`src/rtl/osd_pkg.sv`:
```
package osd_pkg;
    typedef enum logic [2:0] {
        ST_WAIT_ROW,
        ST_WAIT_COL,
        ST_WAIT_INFO,
        ST_WAIT_ADDR,
        ST_STREAM
    } fsm_state_t;
endpackage

```
`src/rtl/osd_byte_rx.sv`:
```
module osd_byte_rx #(
    parameter int DATA_W      = 8,
    parameter int SYNC_STAGES = 2
) (
    input  logic              clk,
    input  logic              rst_n,
    input  logic              ss_n,
    input  logic              sck,
    input  logic              mosi,
    output logic              frame_act,
    output logic              byte_vld,
    output logic [DATA_W-1:0] rx_byte
);
    localparam int CNT_W = $clog2(DATA_W);

    logic [SYNC_STAGES-1:0] ss_q, sck_q, mosi_q;
    logic                   sck_d;
    logic [CNT_W-1:0]       bit_cnt;
    logic [DATA_W-1:0]      shreg;
    logic                   sck_rise;

    assign frame_act = !ss_q[SYNC_STAGES-1];
    assign sck_rise  = sck_q[SYNC_STAGES-1] && !sck_d;

    always_ff @(posedge clk or negedge rst_n) begin
        if (!rst_n) begin
            ss_q   <= '1;
            sck_q  <= '0;
            mosi_q <= '0;
            sck_d  <= 1'b0;
        end else begin
            ss_q   <= {ss_q[SYNC_STAGES-2:0], ss_n};
            sck_q  <= {sck_q[SYNC_STAGES-2:0], sck};
            mosi_q <= {mosi_q[SYNC_STAGES-2:0], mosi};
            sck_d  <= sck_q[SYNC_STAGES-1];
        end
    end

    always_ff @(posedge clk or negedge rst_n) begin
        if (!rst_n) begin
            bit_cnt  <= '0;
            shreg    <= '0;
            byte_vld <= 1'b0;
            rx_byte  <= '0;
        end else begin
            byte_vld <= 1'b0;
            if (!frame_act) begin
                bit_cnt <= '0;
            end else if (sck_rise) begin
                shreg   <= {shreg[DATA_W-2:0], mosi_q[SYNC_STAGES-1]};
                bit_cnt <= bit_cnt + 1'b1;
                if (bit_cnt == CNT_W'(DATA_W - 1)) begin
                    byte_vld <= 1'b1;
                    rx_byte  <= {shreg[DATA_W-2:0], mosi_q[SYNC_STAGES-1]};
                    bit_cnt  <= '0;
                end
            end
        end
    end
endmodule

```
`src/rtl/osd_wr_ptr.sv`:
```
module osd_wr_ptr #(
    parameter int ROW_W    = 4,
    parameter int COL_W    = 5,
    parameter int LAST_ROW = 10
) (
    input  logic             clk,
    input  logic             rst_n,
    input  logic             load_row,
    input  logic             load_col,
    input  logic             step,
    input  logic [ROW_W-1:0] row_in,
    input  logic [COL_W-1:0] col_in,
    output logic [ROW_W-1:0] row,
    output logic [COL_W-1:0] col,
    output logic             in_range
);
    assign in_range = (row <= ROW_W'(LAST_ROW));

    always_ff @(posedge clk or negedge rst_n) begin
        if (!rst_n) begin
            row <= '0;
            col <= '0;
        end else begin
            if (load_row) row <= row_in;
            if (load_col) col <= col_in;
            if (step && in_range) begin
                if (col == '1) begin
                    col <= '0;
                    row <= row + 1'b1;
                end else begin
                    col <= col + 1'b1;
                end
            end
        end
    end
endmodule

```
`src/rtl/osd_ram_loader.sv`:
```
module osd_ram_loader
    import osd_pkg::*;
#(
    parameter int DATA_W   = 8,
    parameter int ROW_W    = 4,
    parameter int COL_W    = 5,
    parameter int LAST_ROW = 10
) (
    input  logic              clk,
    input  logic              rst_n,
    input  logic              ss_n,
    input  logic              sck,
    input  logic              mosi,
    output logic              wr_en,
    output logic [ROW_W-1:0]  wr_row,
    output logic [COL_W-1:0]  wr_col,
    output logic [DATA_W-1:0] wr_data
);
    localparam int ROW_FLAG = DATA_W - 1;
    localparam int RUN_FLAG = DATA_W - 2;

    logic              frame_act, byte_vld;
    logic [DATA_W-1:0] rx_byte;
    logic [ROW_W-1:0]  cur_row;
    logic [COL_W-1:0]  cur_col;
    logic              in_range;
    logic              ld_row, ld_col, wr_go, step;
    logic              is_row, is_run;
    fsm_state_t        state, nxt;

    assign is_row = rx_byte[ROW_FLAG];
    assign is_run = rx_byte[RUN_FLAG];

    osd_byte_rx #(.DATA_W(DATA_W), .SYNC_STAGES(2)) u_rx (
        .clk(clk), .rst_n(rst_n), .ss_n(ss_n), .sck(sck), .mosi(mosi),
        .frame_act(frame_act), .byte_vld(byte_vld), .rx_byte(rx_byte)
    );

    osd_wr_ptr #(.ROW_W(ROW_W), .COL_W(COL_W), .LAST_ROW(LAST_ROW)) u_ptr (
        .clk(clk), .rst_n(rst_n),
        .load_row(ld_row), .load_col(ld_col), .step(step),
        .row_in(rx_byte[ROW_W-1:0]), .col_in(rx_byte[COL_W-1:0]),
        .row(cur_row), .col(cur_col), .in_range(in_range)
    );

    always_ff @(posedge clk or negedge rst_n) begin
        if (!rst_n) state <= ST_WAIT_ROW;
        else        state <= nxt;
    end

    always_comb begin
        nxt    = state;
        ld_row = 1'b0;
        ld_col = 1'b0;
        wr_go  = 1'b0;
        step   = 1'b0;
        if (!frame_act) begin
            nxt = ST_WAIT_ROW;
        end else if (byte_vld) begin
            unique case (state)
                ST_WAIT_ROW: begin
                    if (is_row) begin
                        ld_row = 1'b1;
                        nxt    = ST_WAIT_COL;
                    end
                end
                ST_WAIT_COL, ST_WAIT_ADDR: begin
                    if (is_row) begin
                        ld_row = 1'b1;
                        nxt    = ST_WAIT_COL;
                    end else begin
                        ld_col = 1'b1;
                        nxt    = is_run ? ST_STREAM : ST_WAIT_INFO;
                    end
                end
                ST_WAIT_INFO: begin
                    wr_go = 1'b1;
                    nxt   = ST_WAIT_ADDR;
                end
                ST_STREAM: begin
                    wr_go = 1'b1;
                    step  = 1'b1;
                end
                default: nxt = ST_WAIT_ROW;
            endcase
        end
    end

    always_ff @(posedge clk or negedge rst_n) begin
        if (!rst_n) begin
            wr_en   <= 1'b0;
            wr_row  <= '0;
            wr_col  <= '0;
            wr_data <= '0;
        end else begin
            wr_en <= wr_go && in_range;
            if (wr_go) begin
                wr_row  <= cur_row;
                wr_col  <= cur_col;
                wr_data <= rx_byte;
            end
        end
    end
endmodule

```
`config.mk`:
```
export PLATFORM = sky130hd
export DESIGN_NAME = osd_ram_loader
export DESIGN_NICKNAME = d
export VERILOG_FILES = /design/src/rtl/osd_pkg.sv /design/src/rtl/osd_byte_rx.sv /design/src/rtl/osd_wr_ptr.sv /design/src/rtl/osd_ram_loader.sv
export SDC_FILE = /design/constraint.sdc
export NUM_CORES = 1
export LEC_CHECK = 0
export BUFFER_PORTS_ARGS = -buffer_cell sky130_fd_sc_hd__buf_2
export CAP_MARGIN = 20
export CELL_PAD_IN_SITES_DETAIL_PLACEMENT = 0
export CELL_PAD_IN_SITES_GLOBAL_PLACEMENT = 2
export CORE_MARGIN = 5
export CORE_UTILIZATION = 35
export CTS_BUF_LIST = sky130_fd_sc_hd__clkbuf_8
export DETAILED_ROUTE_END_ITERATION = 8
export HOLD_SLACK_MARGIN = 0.03
export PLACE_DENSITY_LB_ADDON = 0.1
export SLEW_MARGIN = 20
export SYNTH_ARGS = -nofsm -noshare
export SYNTH_HDL_FRONTEND = slang
export SYNTH_HIERARCHICAL = 1
export SYNTH_SLANG_ARGS = --single-unit
```
`constraint.sdc`:
```
create_clock -name clk -period 2.4 [get_ports clk]
set_input_delay 0.12 -clock clk [delete_from_list [all_inputs] [get_ports clk]]
set_output_delay 0.12 -clock clk [all_outputs]
set_load 0.01 [all_outputs]
```
Word-level counts from Yosys, hierarchy flattened
Cells that the tools add are included.

word-level totals
  bits in registers = 56
  input bits = 5
  output and inout port bits = 18
  logic and storage cells = 74

operators by class
  add/sub/neg operators = 3
  $lt $le $gt $ge = 1
  eq/ne operators = 8
  muxes and demuxes = 32
  bitwise operators = 1
  reduce and logical (&&, ||, !) cells = 14

operator list
  kind                 count
  $mux 3               8
  $mux 1               17
  $mux 5               3
  $mux 4               3
  $pmux 3 s4           1
  $eq 3x2->1 const B   2
  $eq 3x3->1 const B   2
  $reduce_and 3->1     2
  $reduce_bool 2->1    3
  $add 5x1->5 const B  1
  $eq 5x5->1 const B   1
  $add 4x1->4 const B  1
  $le 4x4->1 const B   1
  $reduce_or 2->1      2
  $add 3x1->3 const B  1
  $eq 3x1->1 const B   1
  $logic_and 1x1->1    3
  $logic_not 3->1      1
  $ne 3x1->1 const B   1
  $reduce_or 3->1      1
  $ne 2x1->1 const B   1
  $reduce_and 2->1     1
  $logic_not 1->1      1
  $not 1->1            1

Longest topological paths before layout
  depth in word-level cells = 8
  depth in mapped cells = 8
  gate-level depth less buffers = 7

By module
The synthesis kept the hierarchy.

modules (own cells, without submodules)
  module          instances  cells an instance  area an instance (sq um)  seq. area each (sq um)
  osd_byte_rx     1          58                 997.2                     653.1
  osd_ram_loader  1          56                 858.3                     525.5
  osd_wr_ptr      1          69                 681.9                     225.2

Worst setup path after synthesis
OpenSTA, ideal clock, no wires.

  path type = register to register
  start = register u_rx.ss_q[1]
  end = register u_ptr.row[1]
  setup time = 126 ps
  arrival = 1773 ps
  data required time = 2274 ps
  path slack = 501 ps
  stages on the path, launching flop included = 7
  buffers on the path = 0
  period minus slack after synthesis = 1899 ps
  cells stage by stage = dfstp_2 inv_1 nand2_1 nor4b_1 mux2_2 nand2_1 o21ai_0

between the ends
  cells in the longest elaborated chain, start to end = 4
  elaborated cells between the ends (all ways) = 6
  those cells by class = 5 x mux; 1 x reduce/logical

RTL lines
  item                    line                  source
  start, declared         osd_byte_rx.sv:16     logic [SYNC_STAGES-1:0] ss_q, sck_q, mosi_q;
  start signal, assigned  osd_byte_rx.sv:32     ss_q <= {ss_q[SYNC_STAGES-2:0], ss_n};
  $mux 1 (*)              osd_ram_loader.sv:57  if (!frame_act) begin
  net ld_row              osd_ram_loader.sv:27  logic ld_row, ld_col, wr_go, step;
  $mux 4 (*)              osd_wr_ptr.sv:24      if (load_row) row <= row_in;
  $mux 4                  osd_wr_ptr.sv:27      if (col == '1) begin
  $mux 4 (*)              osd_wr_ptr.sv:26      if (step && in_range) begin
  end signal, assigned    osd_wr_ptr.sv:24
  end signal, assigned    osd_wr_ptr.sv:29      row <= row + 1'b1;
  end, declared           osd_wr_ptr.sv:13      output logic [ROW_W-1:0] row,

Mark *: on every way through the listed nets, which the timed path passes. The rest lies on a longest branch.
A chain may end at the register's enable or synchronous reset.

Worst setup path in the final report
  start = register u_rx.ss_q[1]
  end = register u_ptr.row[2]

between the ends
  elaborated cells between the ends (all ways) = 6
  those cells by class = 5 x mux; 1 x reduce/logical

RTL lines
  item               line
  $mux 1             osd_ram_loader.sv:57
  net step           osd_ram_loader.sv:27
  $logic_and 1x1->1  osd_wr_ptr.sv:26
  $mux 4             osd_wr_ptr.sv:26

The timed path passes the listed nets, and every way through them passes these cells.

==> flow_summary.ini <==
[outcome]
status = finished, final reports clean

[power_and_ir_drop]
powerDensity_mw_per_mm2 = 598.1
p_seq_frac = 0.591
max-vdd-ir-drop_v = 0.0003483
p_comb_frac = 0.050
clockPowerShare = 0.359
switching_share = 0.2228
p_leak_uw = 0.001411
p_sw_uw = 391.7
p_int_uw = 1366

[finish]
drive_gt1_frac = 0.3991
n_antenna_cell = 0
nFillCells = 680
area_delta_synth_final_pct = 15.83
final_nets = 230
stdcell_count = 317

[global_route]
overflow = 0
grt_use_total = 0.1163
antenna_found_initial = 0
grt_max_degree = 31
grt_pass1_vias = 1615
grt_pass1_wl_um = 8114

[clock_tree]
cts_buffers = 5
clock_latency_ns = 0.31
h-tree-depth = 2
tritoncts = yes
hold_buffers = 4
cts_sinks = 56
clkTransAtPathRegs_ns = 0.10
cts_buffer_depth = 2
post_cts.repair.setup_buffers = 0
cts_root_buffer = clkbuf_8
ctsResizeCount = 0

[yosys]
yosysSeqAreaShare = 0.5533
synth_edf_count = 0
ys_top_cells_by_count = dfrtp_1, mux2_2, mux2_4, nand2_1, ha_1
async_reset_ff_frac = 1.000
yosys.area.top_type = dfrtp_1
synth-seq-cells = 56
synth_cell_type_count = 51
syn_area_mm2 = 0.002537
syn_nets = 196
synth_top_cell_area_share = 0.5325
avgSynthCellArea_um2 = 13.87
synth_area_leaders = dfrtp_1, mux2_2, mux2_4, ha_1, dfstp_2
synthFlopType = dfrtp_1
synth.most_common_cell = dfrtp_1
postSynthCellCount = 183
yosysWarnings = 6

[floorplanning]
start_util = 0.3555
core_area_mm2 = 0.007137
die_w_um = 95.15
ios = 23
die_area_mm2 = 0.009053
rows = 31
die_h_um = 95.15

[sta]
finalSetupViolations = 0
worst_slack_ns = 0.3994
skew_ns = 0.01060
fin_hold_ws_ns = 0.1992
fin_crit_sh = 0.8336
max_freq_ghz = 0.4998
max_slew_margin = 0.6024
grt_setup_unrepaired = false
period_needed_ns = 2.001
tightest_slew_ns = 0.5881
setup_tns_ns = 0
slew_viol_final = 0
report.final.hold_viol_count = 0

[hold_path]
hold_class = in2async

[detailed_routing]
top_layer_used = met4
ant_nets = 0
met1_length_um = 2145
first_pass_iters = 4
first_iter_violations = 61
vias_per_cell = 4.817
drt_wl_total_um = 4719
wl_met2_um = 2370
wl_per_cell_um = 14.89
vias = 1527
drc = 0
wl_met3_um = 136

[setup_path]
crit_required_ns = 2.58
start_kind = flip-flop
critPathCaptureType = flip-flop
worst-path-buf-inv = 2
crit_type = reg2reg
crit_path_max_incr_delay_ns = 0.42
cp_max_fo = 12
crit_chain = inv_1, nand2_1, nor4b_1, buf_4, and2_1, nand3_2, a311oi_1, a41oi_1
arrival_ns = 2.18
slowest_stage = dfstp_2
path_delay_family = simple AND/OR/NAND/NOR gates

[place]
io_buffers = 22
hpwl_um = 3398
place_ws_ns = 0.4328
dp.cells = 305
gp_congestion = 0.8659

[flow_run]
cap_violations = 0
==> placed cells by master (no fill, tap or decap), types with 4 or more instances in the layout <==
cell and count:
buf_2 22, buf_4 6, clkbuf_8 5, dfrtp_1 54, dlygate4sd3_1 4, ha_1 8
inv_1 4, mux2_2 25, mux2_4 9, mux2i_1 5, nand2_1 9, nand2b_1 4
nand3_1 6, o21ai_0 6
==> metrics by stage <==
stage / cell area (um^2) / power, uW / utilization
after CTS: 2939 / 1788 / 0.4118
after global placement: 2783 / 1138 / 0.3899
after floorplan: 2537 / 1101 / -
after global routing: 2939 / 1846 / 0.4118
after detailed placement: 2783 / 1145 / 0.3899
final: 2939 / 1758 / 0.4118
==> worst paths after layout <==
| kind | endpoint | depth (start not counted) | slack, ns | start |
|---|---|---|---|---|
| max in group asynchronous | u_rx/ss_q[0] | 3 | 1.54 | rst_n |
| min reg2reg | u_rx/ss_q[1] | 0 | 0.36 | u_rx/ss_q[0] |
| min in group clk | u_rx/ss_q[1] | 0 | 0.36 | u_rx/ss_q[0] |
| max reg2reg | u_ptr/row[2] | 8 | 0.40 | u_rx/ss_q[1] |
| min | u_ptr/col[0] | 2 | 0.20 | rst_n |
| max | u_ptr/row[2] | 8 | 0.40 | u_rx/ss_q[1] |
==> cell type report <==
| cell class | instances | area, um^2 | share of cell area |
|---|---|---|---|
| flip-flops and latches | 56 | 1404 | 0.4777 |
| clock inverters | 3 | 47.55 | 0.01618 |
| repair buffers | 33 | 215.2 | 0.07322 |
| inverters | 4 | 15.01 | 0.005109 |
| clock buffers | 5 | 68.82 | 0.02341 |
| multi-input cells | 117 | 1065 | 0.3623 |
| well taps | 99 | 123.9 | 0.04215 |
==> cell families after synthesis <==
family,count (synthesis),synth area share
buffers and inverters,10,0.02711
DFF,56,0.5533
and+or+nand+nor,45,0.1198
muxes,39,0.1839
adders and majority gates,8,0.03945
AOI/OAI and AO/OA,24,0.07299
xor gates and xnor gates,1,0.003452
==> state kept, by name (all words and copies together), names as in the netlist, 3 cells and up <==
signal / cells
u_rx/rx_byte: 8
wr_data: 8
u_ptr/row: 4
wr_col: 5
state: 3
u_rx/shreg: 7
wr_row: 4
u_ptr/col: 5
u_rx/bit_cnt: 3
==> per-layer routing <==
metal	up-vias	track usage
li1	724	-
met1	773	0.1414
met2	23	0.1965
met3	7	0.03078
met4	0	0.04447
met5	-	0
==> power groups by stage <==
stage                     registers [uW]  clock network [uW]  logic [uW]
after detailed placement            1060                   0        85.6
after CTS                           1040                 657        90.7
after floorplan                     1040                   0        56.8
after global routing                1050                 698        99.0
final                               1040                 631        87.6
after global placement              1060                   0        81.9
No activity file was read; power rests on OpenSTA's default activity.
